[src/rtl/cosi_pkg.sv]
package cosi_pkg;
  localparam int unsigned ADDR_STS_A = 0;
  localparam int unsigned ADDR_STS_B = 1;
  localparam int unsigned ADDR_EVT   = 2;
  localparam int unsigned ADDR_MASK  = 3;
  localparam int unsigned ADDR_SUMM  = 4;
  localparam int unsigned NUM_STS    = 2;
endpackage

[src/rtl/cosi_snap.sv]
module cosi_snap #(
  parameter int DW = 8
) (
  input  logic          clk,
  input  logic          rst,
  input  logic [DW-1:0] sts,
  input  logic          load,
  output logic [DW-1:0] snap,
  output logic          chg
);
  always_ff @(posedge clk) begin
    if (rst || load) snap <= sts;
  end

  assign chg = |(sts ^ snap);
endmodule

[src/rtl/cosi_evt.sv]
module cosi_evt #(
  parameter int DW = 8
) (
  input  logic          clk,
  input  logic          rst,
  input  logic          chg_any,
  input  logic          clr,
  input  logic          mask_we,
  input  logic [DW-1:0] mask_wd,
  output logic          evt_q,
  output logic [DW-1:0] mask_q,
  output logic          summ,
  output logic          int_n
);
  localparam logic [DW-1:0] MASK_RST = DW'(1);

  always_ff @(posedge clk) begin
    if (rst) begin
      evt_q  <= 1'b0;
      mask_q <= MASK_RST;
      int_n  <= 1'b1;
    end else begin
      if (chg_any)  evt_q <= 1'b1;
      else if (clr) evt_q <= 1'b0;
      if (mask_we)  mask_q <= mask_wd;
      int_n <= ~summ;
    end
  end

  assign summ = evt_q & ~mask_q[0];
endmodule

[src/rtl/cosi_unit.sv]
module cosi_unit
  import cosi_pkg::*;
#(
  parameter int DW = 8,
  parameter int AW = 3
) (
  input  logic          clk,
  input  logic          rst,
  input  logic [DW-1:0] sts_a,
  input  logic [DW-1:0] sts_b,
  input  logic          rd_en,
  input  logic [AW-1:0] rd_addr,
  output logic [DW-1:0] rd_data,
  input  logic          wr_en,
  input  logic [AW-1:0] wr_addr,
  input  logic [DW-1:0] wr_data,
  output logic          int_n
);
  logic [DW-1:0]      sts_v  [NUM_STS];
  logic [DW-1:0]      snap_v [NUM_STS];
  logic [NUM_STS-1:0] chg_v;
  logic               chg_any;
  logic               evt_q;
  logic               summ;
  logic [DW-1:0]      mask_q;
  logic [DW-1:0]      rd_next;

  assign sts_v[0] = sts_a;
  assign sts_v[1] = sts_b;

  for (genvar g = 0; g < NUM_STS; g++) begin : g_snap
    cosi_snap #(.DW(DW)) u_snap (
      .clk  (clk),
      .rst  (rst),
      .sts  (sts_v[g]),
      .load (rd_en && (rd_addr == AW'(g))),
      .snap (snap_v[g]),
      .chg  (chg_v[g])
    );
  end

  assign chg_any = |chg_v;

  cosi_evt #(.DW(DW)) u_evt (
    .clk     (clk),
    .rst     (rst),
    .chg_any (chg_any),
    .clr     (rd_en && (rd_addr == AW'(ADDR_EVT))),
    .mask_we (wr_en && (wr_addr == AW'(ADDR_MASK))),
    .mask_wd (wr_data),
    .evt_q   (evt_q),
    .mask_q  (mask_q),
    .summ    (summ),
    .int_n   (int_n)
  );

  always_comb begin
    case (rd_addr)
      AW'(ADDR_STS_A): rd_next = sts_a;
      AW'(ADDR_STS_B): rd_next = sts_b;
      AW'(ADDR_EVT):   rd_next = DW'(evt_q);
      AW'(ADDR_MASK):  rd_next = mask_q;
      AW'(ADDR_SUMM):  rd_next = DW'(summ);
      default:         rd_next = '0;
    endcase
  end

  always_ff @(posedge clk) begin
    if (rst)        rd_data <= '0;
    else if (rd_en) rd_data <= rd_next;
  end
endmodule

[config.mk]
export PLATFORM = sky130hd
export DESIGN_NAME = cosi_unit
export DESIGN_NICKNAME = d
export VERILOG_FILES = /design/src/rtl/cosi_pkg.sv /design/src/rtl/cosi_snap.sv /design/src/rtl/cosi_evt.sv /design/src/rtl/cosi_unit.sv
export SDC_FILE = /design/constraint.sdc
export NUM_CORES = 1
export LEC_CHECK = 0
export CAP_MARGIN = 40
export CORE_MARGIN = 2
export CORE_UTILIZATION = 42
export DETAILED_ROUTE_END_ITERATION = 6
export PLACE_DENSITY = 0.76
export RECOVER_POWER = 100
export SLEW_MARGIN = 15
export SYNTH_ARGS = -nofsm -noshare
export SYNTH_HDL_FRONTEND = slang
export SYNTH_SLANG_ARGS = --single-unit
export TNS_END_PERCENT = 1
[constraint.sdc]
create_clock -name clk -period 1.3 [get_ports clk]
set_input_delay 0.13 -clock clk [delete_from_list [all_inputs] [get_ports clk]]
set_output_delay 0.13 -clock clk [all_outputs]
set_load 0.01 [all_outputs]
==> run summary <==
The run finished with clean final reports. The wire-length estimate of the detail-placed layout is 2690 µm. The floorplan step defined a die boundary enclosing 4160 µm².

Static timing analysis puts the maximum clock frequency at 793 MHz. When the netlist entered floorplanning its net count stood at 176. The total number of H-tree levels is 2, and the switching power as a share of total power is 24.0%. For this run, the leading register cell type out of synthesis is sky130_fd_sc_hd__dfxtp_1. The tools report the gate count of the mapped netlist as 142.

In this run the static leakage power is 0.843 nW. The share of synthesized area in the top cell type comes to 31.2%. Once layout is complete, the utilization of the core stands at 64.0%. The actual slew at the worst max-slew pin was 0.327 ns; the unique cell type count in the Yosys netlist was 32. The fraction of the cycle the final worst path needs is 96.9%. The standard cell with the maximum stage delay on the critical path is sky130_fd_sc_hd__clkdlybuf4s50_1.

The first global-routing pass estimated 5770 µm of wire. Buffers added to address setup during post-CTS repair amount to 0. In this run the clock root is driven by a sky130_fd_sc_hd__clkbuf_4. The floorplan step defined a core boundary enclosing 3420 µm². The repair_antennas step left the layout with diodes totalling 0. The tools report the area of the multi-input gates as 648 µm². Of the cells placed in the final design, the portion with a size suffix greater than 1 is 15.9%. Entering global routing, the biggest net connects 17 pins. In the synthesized netlist the async set-or-reset flop fraction comes to 0%.

The die height is 64.5 µm, and the post-route antenna net violation count is 0. The share of synthesized area occupied by flip-flops and latches was 54.7%; the count of maximum capacitance violations was 0. Summed over all nets, the switching power comes to 524 µW. Yosys instantiated no cell more often than sky130_fd_sc_hd__dfxtp_1.

The count of TritonRoute iterations in the first routing pass is 4, and the final non-filler cell area is 2190 µm². The relative contribution of sequential cells to total power came out at 55.7%. For the total congestion overflow after global routing, the log shows 0. The all-layer global routing usage was 18.2%; the maximum net fanout on the critical path was 10. The commonest cells after synthesis are sky130_fd_sc_hd__dfxtp_1, sky130_fd_sc_hd__a21oi_1, sky130_fd_sc_hd__edfxtp_1, sky130_fd_sc_hd__nand2_1, sky130_fd_sc_hd__xnor2_1. The tools report the startpoint type of the worst setup path as a primary input. Counting along the longest clock path gives a buffer depth of 2. The final critical path time including I/O delays and setup is 1.26 ns, and the count of buffers inserted at the top-level ports is 42.

The number of cells on the worst reg-to-reg path is 4. In this run, synthesis inferred 16 flip-flops with an integrated enable. After floorplanning, the core was divided into 21 placement rows. The internal cell power is 1.66 mW. TritonCTS built the clock tree. The path type of the worst min-delay path is in2reg. The run gives 43 as the number of top-level pins.

After the flow finishes, the layout carries non-filler instances totaling 253. The first routing iteration left 30 violations. Per report_power, the clock group accounts for 27.7% of the total. The number of register bits inferred by synthesis was 34.

For the number of warnings issued by yosys, the log shows 0. For this design the ratio of total power to cell area is 998 nW/µm². Combinational cells account for 16.5% of the total power. STA puts the critical path data required time at 1.34 ns. The area overhead of the layout relative to synthesis was 42.2%. The max-slew violation total from the final report is 0, and the placed instance count is 245. The tools report the total length of routed wires as 3450 µm. The die is 64.5 µm wide. Fill cells in the final layout number 288. The run gives 78.1% as the relative max-transition margin.

The sequential cells in the finished layout cover a total of 841 µm². At the end of routability-driven placement, the weighted congestion stood at 0.745. After clock tree synthesis, the clock-pin slew on the worst setup and hold paths is 0.10 ns. Clock tree synthesis found a total of 34 sinks. Start-to-end type of the worst setup path: in2reg.

The run gives 45.0% as the starting density of the core. For the worst setup path, the data arrival time is 1.30 ns. Clock tree synthesis inserted a total of 5 buffers. Walking the worst path, the cells encountered are clkdlybuf4s50_1 -> buf_4 -> inv_2 -> o21bai_1 -> buf_2.

The run gives 0 as the number of antenna violations at the first check in global routing. The number of global-route vias before repair was 1290. Each instance of the synthesized netlist takes up on average 10.8 µm².

After the last flow step, the layout net total stands at 240. STA classifies the critical path endpoint as a register. Using the TritonRoute via totals, the vias-per-cell ratio works out to 4.91.

The logs give 0 for the number of hold-slack violations in the final timing report and 0.34 ns for the worst-skew pair later-pin latency. The detailed router placed 1241 vias in this run. The worst stage delay on the critical path was 0.52 ns.

VDD sags by at most 526 µV. The worst hold path passes through 3 cells. Dividing the detail-routed wire length by the instance count gives 13.6 µm. The final number of setup-violating endpoints is 0, and the DRC violation count after routing is 0.

By area the synthesized netlist is led by sky130_fd_sc_hd__edfxtp_1, sky130_fd_sc_hd__dfxtp_1, sky130_fd_sc_hd__xnor2_1. After synthesis the cells add up to 1540 µm². Setup repair after global routing left no endpoint under its margin. On the final layout, the worst clock skew is 0.00886 ns. Largest area contributor in the synthesized netlist: sky130_fd_sc_hd__edfxtp_1.

In this run the cell area measured after placement is 2150 µm².
registers in the layout (all words and copies together), names as in the netlist:
signal	count
g_snap.u_snap.snap	16
rd_data	8
u_evt.mask_q	8
u_evt.evt_q	1
u_evt.int_n	1
logic make-up after synthesis:
family | after synthesis | share of synthesized area, %
buffers and inverters | 9 | 2.77
XOR/XNOR | 16 | 9.11
AND/OR/NAND/NOR | 47 | 16.4
flip-flops | 34 | 54.7
multiplexers | 8 | 5.29
AO/OA/AOI/OAI | 28 | 11.8
placed cells by master, fill, tap and decap left out, types with 2 or more instances in the layout:
cell	count
sky130_fd_sc_hd__a21oi_1	16
sky130_fd_sc_hd__buf_4	20
sky130_fd_sc_hd__clkbuf_4	5
sky130_fd_sc_hd__clkdlybuf4s50_1	16
sky130_fd_sc_hd__dfxtp_1	18
sky130_fd_sc_hd__dlygate4sd2_1	9
sky130_fd_sc_hd__dlygate4sd3_1	17
sky130_fd_sc_hd__edfxtp_1	16
sky130_fd_sc_hd__mux2i_1	7
sky130_fd_sc_hd__nand2_1	16
sky130_fd_sc_hd__nand4_1	4
sky130_fd_sc_hd__nor2_1	9
sky130_fd_sc_hd__nor2b_1	7
sky130_fd_sc_hd__nor3_1	2
sky130_fd_sc_hd__o21bai_1	2
sky130_fd_sc_hd__o2bb2ai_1	7
sky130_fd_sc_hd__xnor2_1	16
timing repair:
action	in CTS	in global routing
endpoints found under the setup margin	9	0
gates resized for setup	9	0
hold buffers	0	0
metrics by stage:
stage	total power [mW]	hold WS, ns	TNS, ns	worst slack (ns)
after floorplan	1.40	0.229	0	0.0359
after global placement	1.61	0.448	-4.53	-0.211
after detailed placement	1.62	0.454	-5.86	-0.295
after CTS	2.23	0.319	0	0.0629
after global routing	2.29	0.321	0	0.0132
final	2.18	0.340	0	0.0397
power by group through the flow:
stage	clock network [mW]	logic (mW)	registers, mW
2_1_floorplan	0	0.160	1.24
3_3_place_gp	0	0.368	1.24
3_5_place_dp	0	0.381	1.24
4_1_cts	0.637	0.378	1.22
5_1_grt	0.677	0.393	1.22
6_report	0.605	0.361	1.22
routing by layer:
| layer | track usage, % | part of all wire, % | routed length [µm] |
|---|---|---|---|
| met5 | 0 | 0 | 0 |
| met4 | 5.32 | 0.72 | 25 |
| met3 | 7.64 | 6.1 | 212 |
| met2 | 31.4 | 50 | 1720 |
| met1 | 20.6 | 43 | 1490 |
worst paths after layout:
check                          startpoint                                 end  slack [ns]
max                            rd_addr[0]  g_snap[1].u_snap.snap[1]$_DFFE_PP_        0.04
min                            wr_data[1]        u_evt.mask_q[1]$_SDFFE_PP0P_        0.34
max reg2reg  u_evt.mask_q[0]$_SDFFE_PP1P_             rd_data[0]$_SDFFE_PP0P_        0.07
min reg2reg  u_evt.mask_q[1]$_SDFFE_PP0P_        u_evt.mask_q[1]$_SDFFE_PP0P_        0.46
critical path, delay by kind of cell:
family	cells	cell delay, ns
AOI/OAI and AO/OA	1	0.13
buffers and inverters	4	1.04
area by class of cell:
cell class / instances / area share [%]
Sequential cell: 34 / 38.4
Tap cell: 46 / 2.63
Clock buffer: 6 / 2.35
Clock inverter: 2 / 0.572
Inverter: 2 / 0.343
Timing Repair Buffer: 64 / 26.0
Multi-Input combinational cell: 99 / 29.6
No activity file was read; power rests on OpenSTA's default activity.
